[config.mk]
export PLATFORM = sky130hd
export DESIGN_NAME = i2c_irq_dma_ctrl
export DESIGN_NICKNAME = d
export VERILOG_FILES = /design/src/rtl/i2c_irq_pkg.sv /design/src/rtl/i2c_evt_status.sv /design/src/rtl/i2c_mask_cfg.sv /design/src/rtl/i2c_irq_vector.sv /design/src/rtl/i2c_req_out.sv /design/src/rtl/i2c_irq_dma_ctrl.sv
export SDC_FILE = /design/constraint.sdc
export NUM_CORES = 1
export LEC_CHECK = 0
export ABC_AREA = 1
export ABC_CLOCK_PERIOD_IN_PS = 1900
export BUFFER_PORTS_ARGS = -buffer_cell sky130_fd_sc_hd__buf_2
export CAP_MARGIN = 30
export CORE_ASPECT_RATIO = 1.4
export CORE_MARGIN = 5
export CORE_UTILIZATION = 50
export CTS_CLUSTER_SIZE = 30
export DETAILED_ROUTE_END_ITERATION = 10
export PLACE_DENSITY = 0.83
export SKIP_CTS_REPAIR_TIMING = 1
export SYNTH_ARGS = -nofsm -noshare
export SYNTH_HDL_FRONTEND = slang
export SYNTH_SLANG_ARGS = --single-unit
[constraint.sdc]
create_clock -name clk -period 1.9 [get_ports clk]
set_input_delay 0.19 -clock clk [delete_from_list [all_inputs] [get_ports clk]]
set_output_delay 0.19 -clock clk [all_outputs]
set_load 0.005 [all_outputs]
[src/rtl/i2c_irq_pkg.sv]
package i2c_irq_pkg;
  localparam int REG_AW = 3;

  typedef enum logic [REG_AW-1:0] {
    REG_MASK = 3'd0,
    REG_STAT = 3'd1,
    REG_VECT = 3'd2,
    REG_DMA  = 3'd3,
    REG_TEST = 3'd4
  } reg_sel_e;
endpackage

[src/rtl/i2c_evt_status.sv]
module i2c_evt_status #(
  parameter int          DATA_W      = 16,
  parameter bit          LEGACY      = 1'b0,
  parameter int          BUSY_BIT    = 12,
  parameter int          FORCE_CNT   = 6,
  parameter logic [15:0] SW_CLR_MASK = 16'h0027,
  parameter int          RX_RDY_BIT  = 3,
  parameter int          TX_RDY_BIT  = 4
) (
  input  logic              clk,
  input  logic              rst,
  input  logic [DATA_W-1:0] evt_set_i,
  input  logic [DATA_W-1:0] evt_clr_i,
  input  logic              sw_clr_we_i,
  input  logic [DATA_W-1:0] sw_clr_data_i,
  input  logic              force_we_i,
  input  logic [DATA_W-1:0] vec_clr_i,
  output logic [DATA_W-1:0] stat_o
);
  localparam logic [DATA_W-1:0] STORE_MASK = ~(DATA_W'(1) << BUSY_BIT);
  localparam logic [DATA_W-1:0] FORCE_MASK = (DATA_W'(1) << FORCE_CNT) - DATA_W'(1);
  localparam logic [DATA_W-1:0] W1C_MASK   = DATA_W'(SW_CLR_MASK);

  logic [DATA_W-1:0] stat_q, stat_d, clr_vec, set_vec;

  generate
    if (LEGACY) begin : g_legacy
      // status register is read-only; vector reads retire events
      always_comb begin
        clr_vec = evt_clr_i | vec_clr_i;
        set_vec = evt_set_i;
      end
    end else begin : g_current
      always_comb begin
        clr_vec = evt_clr_i | vec_clr_i;
        if (sw_clr_we_i) clr_vec = clr_vec | (sw_clr_data_i & W1C_MASK);
        set_vec = evt_set_i;
        if (force_we_i) set_vec = set_vec | FORCE_MASK;
      end
    end
  endgenerate

  // set wins over clear
  assign stat_d = ((stat_q & ~clr_vec) | set_vec) & STORE_MASK;

  always_ff @(posedge clk) begin
    if (rst) stat_q <= '0;
    else     stat_q <= stat_d;
  end

  assign stat_o = stat_q;

  AST_SET_WINS: assert property (@(posedge clk) disable iff (rst)
    (|(evt_set_i & STORE_MASK)) |=>
      ((stat_q & $past(evt_set_i & STORE_MASK)) == $past(evt_set_i & STORE_MASK)));

  AST_RX_RDY_STICKY: assert property (@(posedge clk) disable iff (rst)
    (stat_q[RX_RDY_BIT] && !evt_clr_i[RX_RDY_BIT] && !vec_clr_i[RX_RDY_BIT]) |=>
      stat_q[RX_RDY_BIT]);

  AST_TX_RDY_STICKY: assert property (@(posedge clk) disable iff (rst)
    (stat_q[TX_RDY_BIT] && !evt_clr_i[TX_RDY_BIT] && !vec_clr_i[TX_RDY_BIT]) |=>
      stat_q[TX_RDY_BIT]);

  AST_LEGACY_STAT_RO: assert property (@(posedge clk) disable iff (rst)
    (LEGACY && sw_clr_we_i && evt_set_i == '0 && evt_clr_i == '0 &&
     vec_clr_i == '0 && !force_we_i) |=> $stable(stat_q));

  AST_BUSY_NOT_STORED: assert property (@(posedge clk) disable iff (rst)
    !stat_q[BUSY_BIT]);
endmodule

[src/rtl/i2c_mask_cfg.sv]
module i2c_mask_cfg #(
  parameter int DATA_W     = 16,
  parameter int MASK_W     = 6,
  parameter int RX_RDY_BIT = 3,
  parameter int TX_RDY_BIT = 4,
  parameter int RX_DMA_BIT = 15,
  parameter int TX_DMA_BIT = 7
) (
  input  logic              clk,
  input  logic              rst,
  input  logic              mask_we_i,
  input  logic              dma_we_i,
  input  logic [DATA_W-1:0] wdata_i,
  output logic [DATA_W-1:0] mask_o,
  output logic [DATA_W-1:0] dma_o
);
  localparam logic [DATA_W-1:0] MASK_KEEP = (DATA_W'(1) << MASK_W) - DATA_W'(1);
  localparam logic [DATA_W-1:0] DMA_KEEP  = (DATA_W'(1) << RX_DMA_BIT) | (DATA_W'(1) << TX_DMA_BIT);

  logic [DATA_W-1:0] mask_q, dma_q;

  always_ff @(posedge clk) begin
    if (rst) begin
      mask_q <= '0;
      dma_q  <= '0;
    end else if (mask_we_i) begin
      mask_q <= wdata_i & MASK_KEEP;
    end else if (dma_we_i) begin
      dma_q <= wdata_i & DMA_KEEP;
      if (wdata_i[RX_DMA_BIT]) mask_q[RX_RDY_BIT] <= 1'b0;
      if (wdata_i[TX_DMA_BIT]) mask_q[TX_RDY_BIT] <= 1'b0;
    end
  end

  assign mask_o = mask_q;
  assign dma_o  = dma_q;

  AST_RX_DMA_DROPS_IE: assert property (@(posedge clk) disable iff (rst)
    (dma_we_i && !mask_we_i && wdata_i[RX_DMA_BIT]) |=> !mask_q[RX_RDY_BIT]);

  AST_TX_DMA_DROPS_IE: assert property (@(posedge clk) disable iff (rst)
    (dma_we_i && !mask_we_i && wdata_i[TX_DMA_BIT]) |=> !mask_q[TX_RDY_BIT]);
endmodule

[src/rtl/i2c_irq_vector.sv]
module i2c_irq_vector #(
  parameter int DATA_W = 16,
  parameter int VEC_W  = 5
) (
  input  logic [DATA_W-1:0] pending_i,
  output logic [VEC_W-1:0]  index_o,
  output logic [DATA_W-1:0] first_o
);
  logic [DATA_W-1:0] below;

  generate
    for (genvar g = 0; g < DATA_W; g++) begin : g_chain
      if (g == 0) begin : g_lsb
        assign below[g] = 1'b0;
      end else begin : g_upper
        assign below[g] = below[g-1] | pending_i[g-1];
      end
      assign first_o[g] = pending_i[g] & ~below[g];
    end
  endgenerate

  always_comb begin
    index_o = '0;
    for (int g = 0; g < DATA_W; g++) begin
      if (first_o[g]) index_o = index_o | VEC_W'(g + 1);
    end
  end

  always_comb begin
    assert ($onehot0(first_o));
  end
endmodule

[src/rtl/i2c_req_out.sv]
module i2c_req_out #(
  parameter int DATA_W     = 16,
  parameter int RX_RDY_BIT = 3,
  parameter int TX_RDY_BIT = 4,
  parameter int RX_DMA_BIT = 15,
  parameter int TX_DMA_BIT = 7
) (
  input  logic              clk,
  input  logic              rst,
  input  logic [DATA_W-1:0] stat_i,
  input  logic [DATA_W-1:0] mask_i,
  input  logic [DATA_W-1:0] dma_i,
  output logic              irq_o,
  output logic              dreq_rx_o,
  output logic              dreq_tx_o
);
  logic irq_q, rx_q, tx_q;
  logic pending_any;

  assign pending_any = |(stat_i & mask_i);

  always_ff @(posedge clk) begin
    if (rst) begin
      irq_q <= 1'b0;
      rx_q  <= 1'b0;
      tx_q  <= 1'b0;
    end else begin
      irq_q <= pending_any;
      rx_q  <= stat_i[RX_RDY_BIT] & dma_i[RX_DMA_BIT];
      tx_q  <= stat_i[TX_RDY_BIT] & dma_i[TX_DMA_BIT];
    end
  end

  assign irq_o     = irq_q;
  assign dreq_rx_o = rx_q;
  assign dreq_tx_o = tx_q;

  AST_IRQ_TRACKS: assert property (@(posedge clk) disable iff (rst)
    1'b1 |=> (irq_o == $past(|(stat_i & mask_i))));

  AST_RX_DREQ_GATED: assert property (@(posedge clk) disable iff (rst)
    !dma_i[RX_DMA_BIT] |=> !dreq_rx_o);

  AST_TX_DREQ_GATED: assert property (@(posedge clk) disable iff (rst)
    !dma_i[TX_DMA_BIT] |=> !dreq_tx_o);
endmodule

[src/rtl/i2c_irq_dma_ctrl.sv]
module i2c_irq_dma_ctrl
  import i2c_irq_pkg::*;
#(
  parameter int          DATA_W      = 16,
  parameter bit          LEGACY      = 1'b0,
  parameter int          RX_RDY_BIT  = 3,
  parameter int          TX_RDY_BIT  = 4,
  parameter int          RX_DMA_BIT  = 15,
  parameter int          TX_DMA_BIT  = 7,
  parameter int          BUSY_BIT    = 12,
  parameter int          FORCE_BIT   = 11,
  parameter int          FORCE_CNT   = 6,
  parameter logic [15:0] SW_CLR_MASK = 16'h0027,
  parameter int          MASK_W_OLD  = 5,
  parameter int          MASK_W_NEW  = 6
) (
  input  logic              clk,
  input  logic              rst,
  input  logic              req_valid_i,
  input  logic              req_write_i,
  input  logic [REG_AW-1:0] req_addr_i,
  input  logic [DATA_W-1:0] req_wdata_i,
  output logic              rd_valid_o,
  output logic [DATA_W-1:0] rd_data_o,
  input  logic [DATA_W-1:0] evt_set_i,
  input  logic [DATA_W-1:0] evt_clr_i,
  input  logic              bus_busy_i,
  output logic              irq_o,
  output logic              dreq_rx_o,
  output logic              dreq_tx_o
);
  localparam int MASK_W = LEGACY ? MASK_W_OLD : MASK_W_NEW;
  localparam int VEC_W  = $clog2(DATA_W + 1);

  logic              wr_en, rd_en;
  logic              mask_we, dma_we, stat_we, test_we, vec_rd;
  logic [DATA_W-1:0] stat, mask, dma, vec_first, vec_clr, rd_mux;
  logic [VEC_W-1:0]  vec_idx;
  logic              rd_valid_q;
  logic [DATA_W-1:0] rd_data_q;

  assign wr_en   = req_valid_i &  req_write_i;
  assign rd_en   = req_valid_i & ~req_write_i;
  assign mask_we = wr_en && req_addr_i == REG_MASK;
  assign dma_we  = wr_en && req_addr_i == REG_DMA;
  assign stat_we = wr_en && req_addr_i == REG_STAT;
  assign test_we = wr_en && req_addr_i == REG_TEST;
  assign vec_rd  = rd_en && req_addr_i == REG_VECT;

  i2c_mask_cfg #(
    .DATA_W(DATA_W), .MASK_W(MASK_W),
    .RX_RDY_BIT(RX_RDY_BIT), .TX_RDY_BIT(TX_RDY_BIT),
    .RX_DMA_BIT(RX_DMA_BIT), .TX_DMA_BIT(TX_DMA_BIT)
  ) u_cfg (
    .clk(clk), .rst(rst),
    .mask_we_i(mask_we), .dma_we_i(dma_we), .wdata_i(req_wdata_i),
    .mask_o(mask), .dma_o(dma)
  );

  i2c_irq_vector #(.DATA_W(DATA_W), .VEC_W(VEC_W)) u_vec (
    .pending_i(stat & mask), .index_o(vec_idx), .first_o(vec_first)
  );

  assign vec_clr = (LEGACY && vec_rd) ? vec_first : '0;

  i2c_evt_status #(
    .DATA_W(DATA_W), .LEGACY(LEGACY), .BUSY_BIT(BUSY_BIT),
    .FORCE_CNT(FORCE_CNT), .SW_CLR_MASK(SW_CLR_MASK),
    .RX_RDY_BIT(RX_RDY_BIT), .TX_RDY_BIT(TX_RDY_BIT)
  ) u_stat (
    .clk(clk), .rst(rst),
    .evt_set_i(evt_set_i), .evt_clr_i(evt_clr_i),
    .sw_clr_we_i(stat_we), .sw_clr_data_i(req_wdata_i),
    .force_we_i(test_we && req_wdata_i[FORCE_BIT]),
    .vec_clr_i(vec_clr), .stat_o(stat)
  );

  i2c_req_out #(
    .DATA_W(DATA_W),
    .RX_RDY_BIT(RX_RDY_BIT), .TX_RDY_BIT(TX_RDY_BIT),
    .RX_DMA_BIT(RX_DMA_BIT), .TX_DMA_BIT(TX_DMA_BIT)
  ) u_out (
    .clk(clk), .rst(rst),
    .stat_i(stat), .mask_i(mask), .dma_i(dma),
    .irq_o(irq_o), .dreq_rx_o(dreq_rx_o), .dreq_tx_o(dreq_tx_o)
  );

  always_comb begin
    rd_mux = '0;
    case (req_addr_i)
      REG_MASK: rd_mux = mask;
      REG_STAT: rd_mux = stat | (DATA_W'(bus_busy_i) << BUSY_BIT);
      REG_VECT: rd_mux = LEGACY ? DATA_W'(vec_idx) : '0;
      REG_DMA:  rd_mux = dma;
      default:  rd_mux = '0;
    endcase
  end

  always_ff @(posedge clk) begin
    if (rst) begin
      rd_valid_q <= 1'b0;
      rd_data_q  <= '0;
    end else begin
      rd_valid_q <= rd_en;
      if (rd_en) rd_data_q <= rd_mux;
    end
  end

  assign rd_valid_o = rd_valid_q;
  assign rd_data_o  = rd_data_q;

  AST_CURRENT_VEC_ZERO: assert property (@(posedge clk) disable iff (rst)
    (!LEGACY && vec_rd) |=> (rd_data_o == '0));
endmodule

# ---- Word level (Yosys, flattened, before mapping)
# Cells that the tools add are included.
# W data, S select, Z words.
dict set report totals {
  ff_bits 44
  in_bits 56
  word_cells 46
}
dict set report classes {
  n_eq_ne 3
  muxes 7
  bitwise 12
  n_reduce_logical 13
}
# operator n
set ops {}
lappend ops {{$pmux W16 S3} 1}
lappend ops {{$and A16 B16 Y16} 1}
lappend ops {{$and A16 B6 Y16} 1}
lappend ops {{$mux W16} 1}
lappend ops {{$not A16 Y16} 1}
lappend ops {{$or A16 B13 Y16} 1}
lappend ops {{$or A16 B16 Y16} 1}
lappend ops {{$or A16 B6 Y16} 1}
lappend ops {{$reduce_or A16 Y1} 1}
lappend ops {{$mux W6} 1}
lappend ops {{$reduce_and A2 Y1} 3}
lappend ops {{$reduce_bool A2 Y1} 3}
lappend ops {{$logic_and A1 B1 Y1} 5}
lappend ops {{$and A1 B1 Y1} 4}
lappend ops {{$mux W2} 2}
lappend ops {{$eq A3 B1 Y1 const B} 1}
lappend ops {{$eq A3 B2 Y1 const B} 1}
lappend ops {{$eq A3 B3 Y1 const B} 1}
lappend ops {{$logic_not A3 Y1} 1}
lappend ops {{$mux W1} 2}
lappend ops {{$not A1 Y1} 2}

# ---- Longest topological paths before layout
dict set report logic_depth {
  ltp_word 6
  mapped_depth 7
}

# ---- Hierarchy
# Synthesis repeated with hierarchy kept, for this count alone.
dict set report hier_totals {
  hier_cells 345
  hier_area_um2 2311.0
}
# mod n_inst cells_each area_per_inst_um2 seq_area_each_um2
set modules_own_cells {}
lappend modules_own_cells {i2c_irq_dma_ctrl 1 162 1057.3 340.3}
lappend modules_own_cells {i2c_evt_status 1 73 556.8 300.3}
lappend modules_own_cells {i2c_mask_cfg 1 71 496.7 160.2}
lappend modules_own_cells {i2c_req_out 1 39 200.2 60.1}

# ---- Worst setup path before layout
# OpenSTA, ideal clock, no wires.
dict set report synth_timing {
  path_type {input -> register}
  startpoint {in req_addr_i[2]}
  endpoint {reg u_stat.stat_q[5], in the netlist u_stat.stat_o[5]}
  setup_ns 0.118
  arrival_time_ns 0.802
  required_ns 1.782
  setup_slack_ns 0.980
  stages 7
  path_buffers 1
  cell_sequence {inv_2 > nand2_1 > nor2_2 > buf_4 > nand3_1 > nand2_1 > a21oi_2}
}
dict set report synth_between {
  elab_chain_cells 6
}
# element line_no
set synth_rtl {}
lappend synth_rtl {{start: declaration} i2c_irq_dma_ctrl.sv:21} ;# input logic [REG_AW-1:0] req_addr_i,
lappend synth_rtl {{$eq A3 B1 Y1} i2c_irq_dma_ctrl.sv:46} ;# assign stat_we = wr_en && req_addr_i == REG_STAT;
lappend synth_rtl {{$logic_and A1 B1 Y1} i2c_irq_dma_ctrl.sv:46}
lappend synth_rtl {{$mux W16} i2c_evt_status.sv:36} ;# if (sw_clr_we_i) clr_vec = clr_vec | (sw_clr_data_i & W1C_MASK);
lappend synth_rtl {{$not A16 Y16} i2c_evt_status.sv:44} ;# assign stat_d = ((stat_q & ~clr_vec) | set_vec) & STORE_MASK;
lappend synth_rtl {{$and A16 B16 Y16} i2c_evt_status.sv:44}
lappend synth_rtl {{$or A16 B16 Y16 (*)} i2c_evt_status.sv:44}
lappend synth_rtl {{end signal: assignment} i2c_evt_status.sv:48} ;# else stat_q <= stat_d;
lappend synth_rtl {{end: declaration} i2c_evt_status.sv:24} ;# logic [DATA_W-1:0] stat_q, stat_d, clr_vec, set_vec;
# Every way passes the cells marked *; elsewhere a longest branch is shown, timed or not.
# A chain may end at the register's enable or synchronous reset.

# ---- Worst setup path after layout
dict set report layout_timing {
  startpoint {in req_addr_i[0]}
  endpoint {reg u_stat.stat_q[5], in the netlist u_stat.stat_o[5]}
}
# The elaborated chain is that of the path after synthesis.

==> results.yml <==
timing:
  finalSetupTns_ps: 0
  tightest_slew_ps: 491.0
  setup_ws_ps: 877.2
  min_period_ps: 1023
  setup_viol: 0
  max_freq_mhz: 977.7
  fin_skew_ps: 6.499
  period_share_pct: 53.83
  holdWs_ps: 96.92
  hold_viol_final: 0
  rsz0062_at_grt: "no"
  slew_viol_final: 0
  slew_headroom_pct: 67.23
detailed_routing:
  routedWlPerCell_um: 12.63
  route.detailed.drc: 0
  ant_nets: 0
  viasPerCell: 5.029
  drt-initial-drc-count: 43
  first_pass_iters: 4
  via_count: 1730
  routed_wl_um: 4344
synthesis:
  synthCells: 237
  synth_edf_count: 0
  synth.largest_area_cell: "dfxtp_1"
  yosys.area_share.simple_pct: 25.58
  synthDistinctLibCells: 24
  synthArstFlopShare_pct: 0
  yosys_warnings: 0
  yosys-top-cells-area: "dfxtp_1 49%, a21oi_1 11%, nand2_1 10%"
  synth.yosys.seq_area_share_pct: 48.62
  yosysMostFrequentCell: "nand2_1"
  syn_avg_cell_area_sq_um: 7.470
  synth_area_sq_um: 1770
  synth_compound_area_share_pct: 16.89
  synthAdderAreaFrac_pct: 0
  synth-seq-cells: 43
  ys.flop_type: "dfxtp_1"
  synth_top_family_by_area: "simple AND/OR/NAND/NOR gates"
  synth_xor_area_share_pct: 0
  synth.top_cell.area_share_pct: 48.62
  muxShareOfSynthArea_pct: 0
  synth_top_cells_by_count: "47 x nand2_1, 43 x dfxtp_1, 38 x a21oi_1, 23 x nor2_1, 22 x inv_1"
  synth_nets: 293
global_routing:
  grt_use_total_pct: 19.49
  grt_pass1_wl_um: 7086
  antenna_found_initial: 0
  grt_pass1_vias: 1650
  grt_start_max_net_pins: 29
  overflow: 0
setup_path:
  worstSetupPathType: "in2reg"
  critPathMaxStageDelay_ps: 400
  required_ps: 2080
  critPathSlowestCell: "nor2_2"
  cpMostUsedCell: "nand2_1"
  crit_path_max_fanout: 13
  end_kind: "register"
  cp_cell_sequence: "buf_2 > nand2_1 > nor2_2 > nand3_1 > nand2_1 > a21oi_2"
  arrival_ps: 1200
  cp-start-kind: "input pin"
cts:
  clockBufferDepth: 2
  cts_tree: "built"
  clkLatencyLatePin_ps: 290
  root_buffer: "clkbuf_8"
  numCtsBuffers: 5
  htreeDepth: 2
  clk_pin_slew_ps: 80
  cts.sinks: 43
place:
  io_buffer_count: 66
  place_ws_ps: 566.5
  gp_congestion: 0.8263
  hpwl_um: 3255
  dpl_cell_area_sq_um: 2113
final_layout:
  num_antenna_cells: 0
  finalCoreUtilization_pct: 65.43
  synthToLayoutAreaGrowth_pct: 26.01
  final_layout_size_suffix_gt1_share_pct: 29.28
  nets: 359
  final_cell_area_sq_um: 2231
floorplanning:
  start_util_pct: 51.93
  die-area_sq_um: 4848
  fp.dieH_um: 80.41
  fp-row-count: 25
  fp.dieW_um: 60.29
  ioPinCount: 76
  core_sq_um: 3410
pwr:
  power.leakage_nw: 1.047
  p_per_area_nw_per_um2: 838.2
  peakVddDrop_mv: 0.6588
run_status:
  status: "finished clean"
flow_run:
  drv_cap: 0
hold_path:
  hold_class: "in2reg"
[worst max-delay path: cells and delay by family]
family	cells	cell delay, ps
simple gates	4	730
buf+inv	1	240
compound gates	1	50
[power by group]
part           leakage, nW  total, mW  internal [mW]  switching, mW
clock network       0.0612      0.725          0.425          0.300
logic                0.633      0.186         0.0794          0.106
registers            0.353      0.959          0.938         0.0209
[worst paths after layout]
path,cells after the start,end,start,slack (ps)
setup / recovery,6,u_stat.stat_o[5],req_addr_i[0],880
hold / removal,3,u_stat.stat_o[8],evt_set_i[8],100
setup reg to reg,4,u_out.irq_o,u_stat.stat_o[3],950
hold reg to reg,2,u_out.dreq_rx_o,u_cfg.dma_o[15],440
[logic make-up (layout without fill, tap and decap cells)]
group                  after synthesis  after routing
AOI/OAI and AO/OA                   58             58
DFF                                 43             43
and+or+nand+nor                    100            100
buffers and inverters               36            103
[placed cells by master, fill, tap and decap left out, drive strengths merged]
cell type	synthesis	final
clkbuf	1	6
inv	25	25
clkinv	1	2
nor3	1	1
a21oi	39	39
nor2	28	28
dfxtp	43	43
buf	9	69
nand3	13	13
nand2	48	48
bufinv	0	1
nand4	10	10
o22ai	1	1
o21ai	18	18
[layer usage]
layer,global-route usage [%],vias up,part of all wire [%]
li1,-,903,-
met1,21.79,756,39
met2,33.98,63,52
met4,8.869,0,2.1
met3,4.341,8,7.0
met5,0,-,0
[through the flow]
stage               cells  power [mW]
finish                344       1.870
global route          344       1.950
floorplan             237       1.076
global placement      336       1.158
CTS                   344       1.885
detailed placement    336       1.164
[flip-flops by register name, indices dropped and copies added (netlist names)]
signal and flops:
u_out.irq_o 1, rd_valid_o 1, u_out.dreq_rx_o 1, rd_data_o 16, u_cfg.mask_o 6, u_out.dreq_tx_o 1
u_cfg.dma_o 2, u_stat.stat_o 15
[layout make-up]
cell class | instances | area, sq um
clock buffers | 6 | 82.58
clock inverters | 2 | 35.03
fillers | 306 | 1179
inverters | 26 | 97.59
multi-input cells | 158 | 752.0
flip-flops and latches | 43 | 860.8
well taps | 40 | 50.05
repair buffers | 69 | 352.8
Power figures use the tool's default switching activity.
